<file path="config.mk">
export PLATFORM = sky130hd
export DESIGN_NAME = cfg_port_unlock
export DESIGN_NICKNAME = d
export VERILOG_FILES = /design/src/rtl/cfg_port_pkg.sv /design/src/rtl/cfg_key_det.sv /design/src/rtl/cfg_reg_file.sv /design/src/rtl/cfg_port_unlock.sv
export SDC_FILE = /design/constraint.sdc
export NUM_CORES = 1
export LEC_CHECK = 0
export BUFFER_PORTS_ARGS = -buffer_cell sky130_fd_sc_hd__buf_2
export CORE_ASPECT_RATIO = 0.9
export CORE_MARGIN = 1
export CORE_UTILIZATION = 49
export DETAILED_ROUTE_END_ITERATION = 16
export PLACE_DENSITY = 0.77
export SYNTH_ARGS = -nofsm -noshare
export SYNTH_HDL_FRONTEND = slang
export SYNTH_HIERARCHICAL = 1
export SYNTH_SLANG_ARGS = --single-unit
export TNS_END_PERCENT = 10
</file>
<file path="constraint.sdc">
create_clock -name clk_i -period 2.9 [get_ports clk_i]
set_clock_uncertainty 0.1 [all_clocks]
set_input_delay 0.58 -clock clk_i [delete_from_list [all_inputs] [get_ports clk_i]]
set_output_delay 0.58 -clock clk_i [all_outputs]
set_load 0.01 [all_outputs]
</file>
<file path="src/rtl/cfg_port_pkg.sv">
package cfg_port_pkg;
  localparam logic [7:0] KEY_B0      = 8'h87;
  localparam logic [7:0] KEY_B1      = 8'h01;
  localparam logic [7:0] KEY_B2      = 8'h55;
  localparam logic [7:0] KEY_B3_PRI  = 8'h55;
  localparam logic [7:0] KEY_B3_ALT  = 8'hAA;

  localparam logic [7:0] REG_EXIT    = 8'h02;
  localparam logic [7:0] REG_DEV     = 8'h07;
  localparam logic [7:0] REG_ID_HI   = 8'h20;
  localparam logic [7:0] REG_ID_LO   = 8'h21;
  localparam logic [7:0] REG_VER     = 8'h22;
  localparam logic [7:0] REG_CTL     = 8'h24;
  localparam logic [7:0] REG_BASE_HI = 8'h64;
  localparam logic [7:0] REG_BASE_LO = 8'h65;
  localparam logic [7:0] REG_CHIPSEL = 8'hEF;

  localparam logic [7:0] EXIT_CMD    = 8'h02;
  localparam logic [7:0] FLASH_DEV   = 8'h07;

  typedef struct packed {
    logic       pin_sel;
    logic       lpc_wr;
    logic [2:0] seg;
    logic       suspend;
  } flash_ctl_t;

  function automatic logic [7:0] key_byte(input logic [1:0] stage, input logic alt);
    case (stage)
      2'd0:    key_byte = KEY_B0;
      2'd1:    key_byte = KEY_B1;
      2'd2:    key_byte = KEY_B2;
      default: key_byte = alt ? KEY_B3_ALT : KEY_B3_PRI;
    endcase
  endfunction
endpackage

</file>
<file path="src/rtl/cfg_key_det.sv">
module cfg_key_det
  import cfg_port_pkg::*;
#(
  parameter int KEY_LEN = 4,
  localparam int STG_W  = $clog2(KEY_LEN)
) (
  input  logic       clk_i,
  input  logic       rst_ni,
  input  logic       en_i,
  input  logic       wr_i,
  input  logic       alt_i,
  input  logic [7:0] data_i,
  output logic       hit_o
);
  logic [STG_W-1:0] stage_q;
  logic             match;
  logic             last;

  assign match = data_i == key_byte(2'(stage_q), alt_i);
  assign last  = stage_q == STG_W'(KEY_LEN - 1);
  assign hit_o = en_i && wr_i && match && last;

  always_ff @(posedge clk_i or negedge rst_ni) begin
    if (!rst_ni) begin
      stage_q <= '0;
    end else if (!en_i) begin
      stage_q <= '0;
    end else if (wr_i) begin
      if (match) stage_q <= last ? '0 : stage_q + 1'b1;
      // a break byte equal to the first key byte starts a new attempt
      else       stage_q <= (data_i == KEY_B0) ? STG_W'(1) : '0;
    end
  end
endmodule

</file>
<file path="src/rtl/cfg_reg_file.sv">
module cfg_reg_file
  import cfg_port_pkg::*;
#(
  parameter logic [15:0] CHIP_ID    = 16'h8716,
  parameter logic [7:0]  CHIP_VER   = 8'h01,
  parameter logic [15:0] BASE_RESET = 16'h0820,
  parameter logic [7:0]  CTL_RESET  = 8'h1E,
  parameter int          ALIGN_BITS = 3,
  parameter int          LIMIT_BITS = 12,
  localparam logic [7:0] HI_MASK    = 8'((1 << (LIMIT_BITS - 8)) - 1),
  localparam logic [7:0] LO_MASK    = ~8'((1 << ALIGN_BITS) - 1)
) (
  input  logic        clk_i,
  input  logic        rst_ni,
  input  logic        wr_i,
  input  logic [7:0]  index_i,
  input  logic [7:0]  wdata_i,
  output logic [7:0]  rdata_o,
  output logic        exit_o,
  output logic [15:0] base_o,
  output flash_ctl_t  ctl_o,
  output logic        chip_sel_o
);
  logic [7:0]  dev_q;
  logic [7:0]  base_q [2];
  flash_ctl_t  ctl_q;
  logic        cs_q;
  logic        flash_dev;

  localparam logic [7:0] BASE_MASK [2] = '{LO_MASK, HI_MASK};
  localparam logic [7:0] BASE_IDX  [2] = '{REG_BASE_LO, REG_BASE_HI};

  assign flash_dev = dev_q == FLASH_DEV;
  assign exit_o    = wr_i && index_i == REG_EXIT && wdata_i == EXIT_CMD;

  always_ff @(posedge clk_i or negedge rst_ni) begin
    if (!rst_ni) begin
      dev_q <= '0;
      ctl_q <= flash_ctl_t'(CTL_RESET[5:0] & 6'b10_1111);
      cs_q  <= 1'b0;
    end else if (wr_i) begin
      if (index_i == REG_DEV) dev_q <= wdata_i;
      if (index_i == REG_CTL) ctl_q <= flash_ctl_t'(wdata_i[5:0]);
      if (index_i == REG_CHIPSEL && flash_dev) cs_q <= wdata_i[0];
    end
  end

  for (genvar b = 0; b < 2; b++) begin : g_base
    always_ff @(posedge clk_i or negedge rst_ni) begin
      if (!rst_ni) base_q[b] <= BASE_RESET[8*b +: 8] & BASE_MASK[b];
      else if (wr_i && flash_dev && index_i == BASE_IDX[b])
        base_q[b] <= wdata_i & BASE_MASK[b];
    end
  end

  always_comb begin
    case (index_i)
      REG_DEV:     rdata_o = dev_q;
      REG_ID_HI:   rdata_o = CHIP_ID[15:8];
      REG_ID_LO:   rdata_o = CHIP_ID[7:0];
      REG_VER:     rdata_o = CHIP_VER;
      REG_CTL:     rdata_o = {2'b00, ctl_q};
      REG_BASE_HI: rdata_o = flash_dev ? base_q[1] : 8'h00;
      REG_BASE_LO: rdata_o = flash_dev ? base_q[0] : 8'h00;
      REG_CHIPSEL: rdata_o = flash_dev ? {7'b0, cs_q} : 8'h00;
      default:     rdata_o = 8'h00;
    endcase
  end

  assign base_o     = {base_q[1], base_q[0]};
  assign ctl_o      = ctl_q;
  assign chip_sel_o = cs_q;
endmodule

</file>
<file path="src/rtl/cfg_port_unlock.sv">
module cfg_port_unlock
  import cfg_port_pkg::*;
#(
  parameter logic [15:0] PRI_PORT   = 16'h002E,
  parameter logic [15:0] ALT_PORT   = 16'h004E,
  parameter logic [15:0] CHIP_ID    = 16'h8716,
  parameter logic [7:0]  CHIP_VER   = 8'h01,
  parameter logic [15:0] BASE_RESET = 16'h0820,
  parameter logic [7:0]  CTL_RESET  = 8'h1E
) (
  input  logic        clk_i,
  input  logic        rst_ni,
  input  logic        strap_alt_i,
  input  logic        io_wr_i,
  input  logic        io_rd_i,
  input  logic [15:0] io_addr_i,
  input  logic [7:0]  io_wdata_i,
  output logic [7:0]  io_rdata_o,
  output logic        unlocked_o,
  output logic [15:0] flash_base_o,
  output logic        suspend_o,
  output logic [2:0]  seg_en_o,
  output logic        lpc_wr_en_o,
  output logic        pin_sel_o,
  output logic        chip_sel_o
);
  logic [15:0] idx_port;
  logic        hit_idx, hit_dat;
  logic        unl_q;
  logic [7:0]  index_q;
  logic        key_hit, exit_cmd;
  logic [7:0]  cfg_rdata;
  flash_ctl_t  ctl;

  assign idx_port = strap_alt_i ? ALT_PORT : PRI_PORT;
  assign hit_idx  = io_addr_i == idx_port;
  assign hit_dat  = io_addr_i == idx_port + 16'd1;

  cfg_key_det #(.KEY_LEN(4)) i_key (
    .clk_i  (clk_i),
    .rst_ni (rst_ni),
    .en_i   (!unl_q),
    .wr_i   (io_wr_i && hit_idx),
    .alt_i  (strap_alt_i),
    .data_i (io_wdata_i),
    .hit_o  (key_hit)
  );

  cfg_reg_file #(
    .CHIP_ID    (CHIP_ID),
    .CHIP_VER   (CHIP_VER),
    .BASE_RESET (BASE_RESET),
    .CTL_RESET  (CTL_RESET)
  ) i_regs (
    .clk_i      (clk_i),
    .rst_ni     (rst_ni),
    .wr_i       (unl_q && io_wr_i && hit_dat),
    .index_i    (index_q),
    .wdata_i    (io_wdata_i),
    .rdata_o    (cfg_rdata),
    .exit_o     (exit_cmd),
    .base_o     (flash_base_o),
    .ctl_o      (ctl),
    .chip_sel_o (chip_sel_o)
  );

  always_ff @(posedge clk_i or negedge rst_ni) begin
    if (!rst_ni) begin
      unl_q   <= 1'b0;
      index_q <= '0;
    end else if (exit_cmd) begin
      unl_q   <= 1'b0;
      index_q <= '0;
    end else if (key_hit) begin
      unl_q   <= 1'b1;
    end else if (unl_q && io_wr_i && hit_idx) begin
      index_q <= io_wdata_i;
    end
  end

  always_comb begin
    io_rdata_o = 8'hFF;
    if (io_rd_i && unl_q) begin
      if (hit_idx)      io_rdata_o = index_q;
      else if (hit_dat) io_rdata_o = cfg_rdata;
    end
  end

  assign unlocked_o  = unl_q;
  assign suspend_o   = ctl.suspend;
  assign seg_en_o    = ctl.seg;
  assign lpc_wr_en_o = ctl.lpc_wr;
  assign pin_sel_o   = ctl.pin_sel;
endmodule

</file>
; Word level (Yosys, flattened, before mapping)
; Index checks and enable logic that the tools add are counted.
[totals]
memories = 0
inputBits = 29
mem_bits_rw = 0
register_bits = 35
wordCells = 75
rom_bits = 0
latchBits = 0
[classes]
div = 0
n_bitwise = 0
eq_ne = 19
n_mux = 20
reduce_logical = 23
order_cmp = 0
shifts = 0
multipliers = 0
addsub = 2
[ops]
columns = op, count
row1 = $mux W8, 8
row2 = $pmux W8 S8, 1
row3 = $eq A8 B6 Y1 const B, 4
row4 = $pmux W8 S3, 1
row5 = $eq A16 B7 Y1, 1
row6 = $eq A16 B8 Y1, 1
row7 = $eq A8 B2 Y1 const B, 2
row8 = $eq A8 B3 Y1 const B, 2
row9 = $eq A8 B7 Y1 const B, 2
row10 = $eq A8 B8 Y1 const B, 2
row11 = $logic_and A1 B1 Y1, 14
row12 = $add A7 B1 Y8 const B, 1
row13 = $eq A8 B8 Y1, 1
row14 = $mux W2, 4
row15 = $reduce_and A2 Y1, 4
row16 = $mux W7, 1
row17 = $reduce_bool A2 Y1, 3
row18 = $eq A2 B2 Y1 const B, 2
row19 = $mux W1, 4
row20 = $mux W4, 1
row21 = $add A2 B1 Y2 const B, 1
row22 = $eq A2 B1 Y1 const B, 1
row23 = $logic_not A2 Y1, 1
row24 = $ne A2 B2 Y1 const B, 1
row25 = $logic_not A1 Y1, 1

; Depth between registers and ports, before layout
[depth]
word_depth = 8
depth_mapped = 12
depth_no_buf = 11

; By module
; The synthesis kept the hierarchy.
[by_module_without_submodules]
columns = module, area_each_um2, seq_area_each_um2, cells_each, n_inst
row1 = cfg_reg_file, 1520.2, 606.8, 116, 1
row2 = cfg_port_unlock, 638.1, 225.2, 74, 1
row3 = cfg_key_det, 310.3, 50.0, 38, 1

; Least setup slack after synthesis
; Ideal clock, no wire load.
[synth_path]
kind = register -> register
startpoint = register i_key.stage_q[0]
endpoint = register index_q[1]
required_time_ps = 2722
n_path_buf = 1
arrival_time_ps = 2575
slack_ps = 147
stages_incl_launch_ff = 12
path_cell_list = dfrtp_1 ha_1 mux2_4 or3_1 a221oi_2 nand2_1 nor2_1 and4bb_2 buf_4 nand4_1 o21ai_0 a21oi_1
[synth_between]
elab_chain_cells = 7
word_cells_on_any_way = 10
classes_between = eq/ne (5) / mux (1) / reduce/logical (4)
[synth_rtl]
columns = element, line
row1 = start: declaration, cfg_key_det.sv:15  ; logic [STG_W-1:0] stage_q;
row2 = start signal: assignment, cfg_key_det.sv:29  ; if (match) stage_q <= last ? '0 : stage_q + 1'b1;
row3 = start signal: assignment, cfg_key_det.sv:31  ; else stage_q <= (data_i == KEY_B0) ? STG_W'(1) : '0;
row4 = $eq A2 B2 Y1 (tied with other cells), cfg_port_pkg.sv:29  ; case (stage)
row5 = $pmux W8 S3, cfg_port_pkg.sv:29
row6 = $eq A8 B8 Y1, cfg_key_det.sv:19  ; assign match = data_i == key_byte(2'(stage_q), alt_i);
row7 = $logic_and A1 B1 Y1, cfg_key_det.sv:21  ; assign hit_o = en_i && wr_i && match && last;
row8 = $logic_and A1 B1 Y1 *, cfg_key_det.sv:21
row9 = named net key_hit, cfg_port_unlock.sv:31  ; logic key_hit, exit_cmd;
row10 = $ne A2 B2 Y1 (no source line) *, n/a
row11 = $reduce_and A2 Y1 (no source line) *, n/a
row12 = end signal: assignment, cfg_port_unlock.sv:77  ; index_q <= io_wdata_i;
row13 = end: declaration, cfg_port_unlock.sv:30  ; logic [7:0] index_q;
; The timed path passes the listed nets; every way through them passes the cells marked *.
; A chain may end at the register's enable or synchronous reset.

; Final worst setup path
[layout_path]
startpoint = register index_q[4]
endpoint = output port io_rdata_o[0]
[layout_between]
elab_chain_cells = 5
word_cells_on_any_way = 12
classes_between = eq/ne (8) / mux (4)
[layout_rtl]
columns = element, line
row1 = $eq A8 B8 Y1 (tied with other cells), cfg_reg_file.sv:57  ; case (index_i)
row2 = $pmux W8 S8 *, cfg_reg_file.sv:57
row3 = named net cfg_rdata[0], cfg_port_unlock.sv:32  ; logic [7:0] cfg_rdata;
row4 = $mux W8 *, cfg_port_unlock.sv:85  ; else if (hit_dat) io_rdata_o = cfg_rdata;
row5 = $mux W8 *, cfg_port_unlock.sv:84  ; if (hit_idx) io_rdata_o = index_q;
row6 = $mux W8 *, cfg_port_unlock.sv:83  ; if (io_rd_i && unl_q) begin
row7 = end: declaration, cfg_port_unlock.sv:18  ; output logic [7:0] io_rdata_o,
; Marked as above.

==> out/qor.yml <==
final_hold_viol_count: 0
leakage_nw: 1.47
synthCells: 228
status: "finished, violations left"
grt_max_degree: 36
design_area_um2: 3100
drt_iter0_markers: 189
wirelength_um: 6590
fmaxAchievable_mhz: 343
io_pins: 61
synth_top_area_cell: "dfrtp_1"
synth.top_cell.area_share: 0.304
fin_nets: 339
violations: "negative setup slack"
utilization: 0.641
synth.avg_cell_area_um2: 10.8
whs_ns: 0.276
synth_top_family_by_area: "simple AND/OR/NAND/NOR gates"
powerDensity_nw_per_um2: 297
grt_pass1_wl_um: 11000
synth-edff-count: 0
drtAntennaViolNets: 0
antenna_cells: 0
synth_xor_area_frac: 0
synth.area.top_cells: "dfrtp_1, mux2_4, dfstp_2, mux2i_1, mux2_2"
p_int_uw: 684
setup-violations-final: 2
power_uw: 919
core_area_um2: 4830
swShare: 0.256
synthMuxAreaShare: 0.184
wl_per_cell_um: 17.7
cts.htree.levels: 2
first_global_vias: 2094
maxCapViolCount: 0
r2r_end: "index_q[2]$_DFFE_PN0P_"
placed_area_um2: 2900
grt_antenna_before_repair: 0
irDropWorstVdd_v: 0.000200
p_sw_uw: 236
ff2ff_setup_slack_ns: 0.09
startpoint: "index_q[4]$_DFFE_PN0P_"
cts_sinks: 35
dp_slack_ns: -0.0427
synth_adder_area_share: 0.0203
numCtsBuffers: 5
mostFrequentLayoutCells: "buf_2, buf_4, dfrtp_1"
fin_ws_ns: -0.0194
combPwrFrac: 0.082
critPathCaptureType: "output port"
viasPerCell: 5.87
fp.dieH_um: 69.3
grt.overflow.total: 0
gp_congestion: 0.894
ys_ff_latch: 35
max-slew-margin-rel: 0.461
drv_slew: 0
worstMarginPinSlew_ns: 0.809
detailed_place_hpwl_um: 4810
post-route-drc-count: 0
worstSetupStartpointType: "register"
min_period_over_period: 1.01
critPathRequiredTime_ns: 2.22
port-buffer-count: 53
rsz0062_at_grt: "true"
initial_core_util: 0.511
synth_cell_types: 58
ys.flop_type: "dfrtp_1"
synth_area_um2: 2470
drtPass1Iterations: 4
cts_root_buffer: "clkbuf_8"
clk_latency_ns: 0.29
synth_compound_area_frac: 0.118
yosysWarnings: 6
arrival_ns: 2.24
fp-row-count: 24
min_period_ns: 2.92
synthArstFlopShare: 1.00
synthSimpleGateAreaFrac: 0.267
dieArea_um2: 5330
pwr-share-seq: 0.531
hold_buffers: 0
final_common_cell: "buf_2"
die_x_um: 76.8
rr_worst_depth: 12
clkPwrFrac: 0.387
path_class: "register to output port"
cts_tree: "yes"
min_path_type: "input pin to async pin"
yosysSeqAreaShare: 0.357
clkSlewWorstSetupHoldPaths_ns: 0.07
synthToLayoutAreaGrowth_pct: 25.6
timing.rr.start: "i_key/stage_q[0]$_DFFE_PN0P_"
num_vias: 2184
worst-path-max-fanout: 5
cts_buffer_depth: 2
track_usage: 0.265
drive_above_1_share: 0.498
[sequential cells by signal, indices dropped and copies added, names as in the netlist]
signal             flops
unlocked_o             1
i_regs/chip_sel_o      1
index_q                8
i_key/stage_q          2
i_regs/dev_q           8
i_regs/base_o          9
i_regs/ctl_o           6
[stage by stage]
stage / TNS, ns / cells
floorplan: 0 / 234
global placement: 0 / 359
detailed placement: -0.280 / 359
CTS: -0.0216 / 370
global route: -1.06 / 372
finish: -0.0213 / 372
[cells in the mapped netlist (all sizes together), types with 3 or more instances]
cell / instances
inv: 8
buf: 11
nor4: 8
mux2: 26
dfstp: 5
o21ai: 11
a22o: 5
dfrtp: 30
a21o: 3
nor2: 7
ha: 4
nor3: 6
a221o: 3
or4: 3
mux2i: 9
a21oi: 10
nor3b: 3
nand3: 5
nand2: 23
clkbuf: 4
nand4: 11
nand2b: 3
[timing repair]
action                     in CTS  in global routing
buffers inserted                3                  2
gates resized for setup         9                 12
pin swaps                       6                  4
setup endpoints to repair      16                 16
[routing by layer]
metal,part of all wire,wire [um],GRT usage
met3,0.077,509,0.0737
met1,0.45,2960,0.367
met2,0.46,3060,0.404
met4,0.0097,64,0.0769
met5,0,0,0
[power groups by stage]
stage | combinational (mW) | clock (mW) | sequential (mW)
after floorplan | 0.0287 | 0 | 0.497
after global placement | 0.0748 | 0 | 0.497
after detailed placement | 0.0756 | 0 | 0.497
after CTS | 0.0759 | 0.360 | 0.488
after global routing | 0.0827 | 0.381 | 0.488
final | 0.0757 | 0.356 | 0.488
[critical path: stages (launching register included)]
cell	delay [ns]
dfrtp_2	0.45
or4b_4	0.61
a2111oi_4	0.33
a221o_1	0.18
a21o_1	0.10
mux2i_1	0.07
nand2_1	0.08
buf_2	0.13
[layout make-up]
class / instances / area (um2)
repair buffers: 80 / 472
inverters: 8 / 30.0
clock buffers: 6 / 72.6
well taps: 65 / 81.3
flip-flops and latches: 35 / 890
multi-input cells: 176 / 1540
fillers: 409 / 1730
clock inverters: 2 / 12.5
[worst max path at each step]
stage / endpoint / slack [ns] / cells past startpoint
finish: io_rdata_o[0] / -0.02 / 7
floorplan: index_q[1]$_DFFE_PN0P_ / 0.15 / 11
CTS: io_rdata_o[3] / -0.01 / 7
global route: io_rdata_o[3] / -0.13 / 7
detailed placement: index_q[2]$_DFFE_PN0P_ / -0.04 / 10
global placement: index_q[5]$_DFFE_PN0P_ / 0.04 / 10
[kinds of logic after synthesis]
group / count (synthesis)
other cells: 1
fa+ha+maj: 4
buf+inv: 23
flops: 35
compound gates: 41
simple gates: 89
mux: 35
Note: power is estimated with default switching activity, not from simulation.
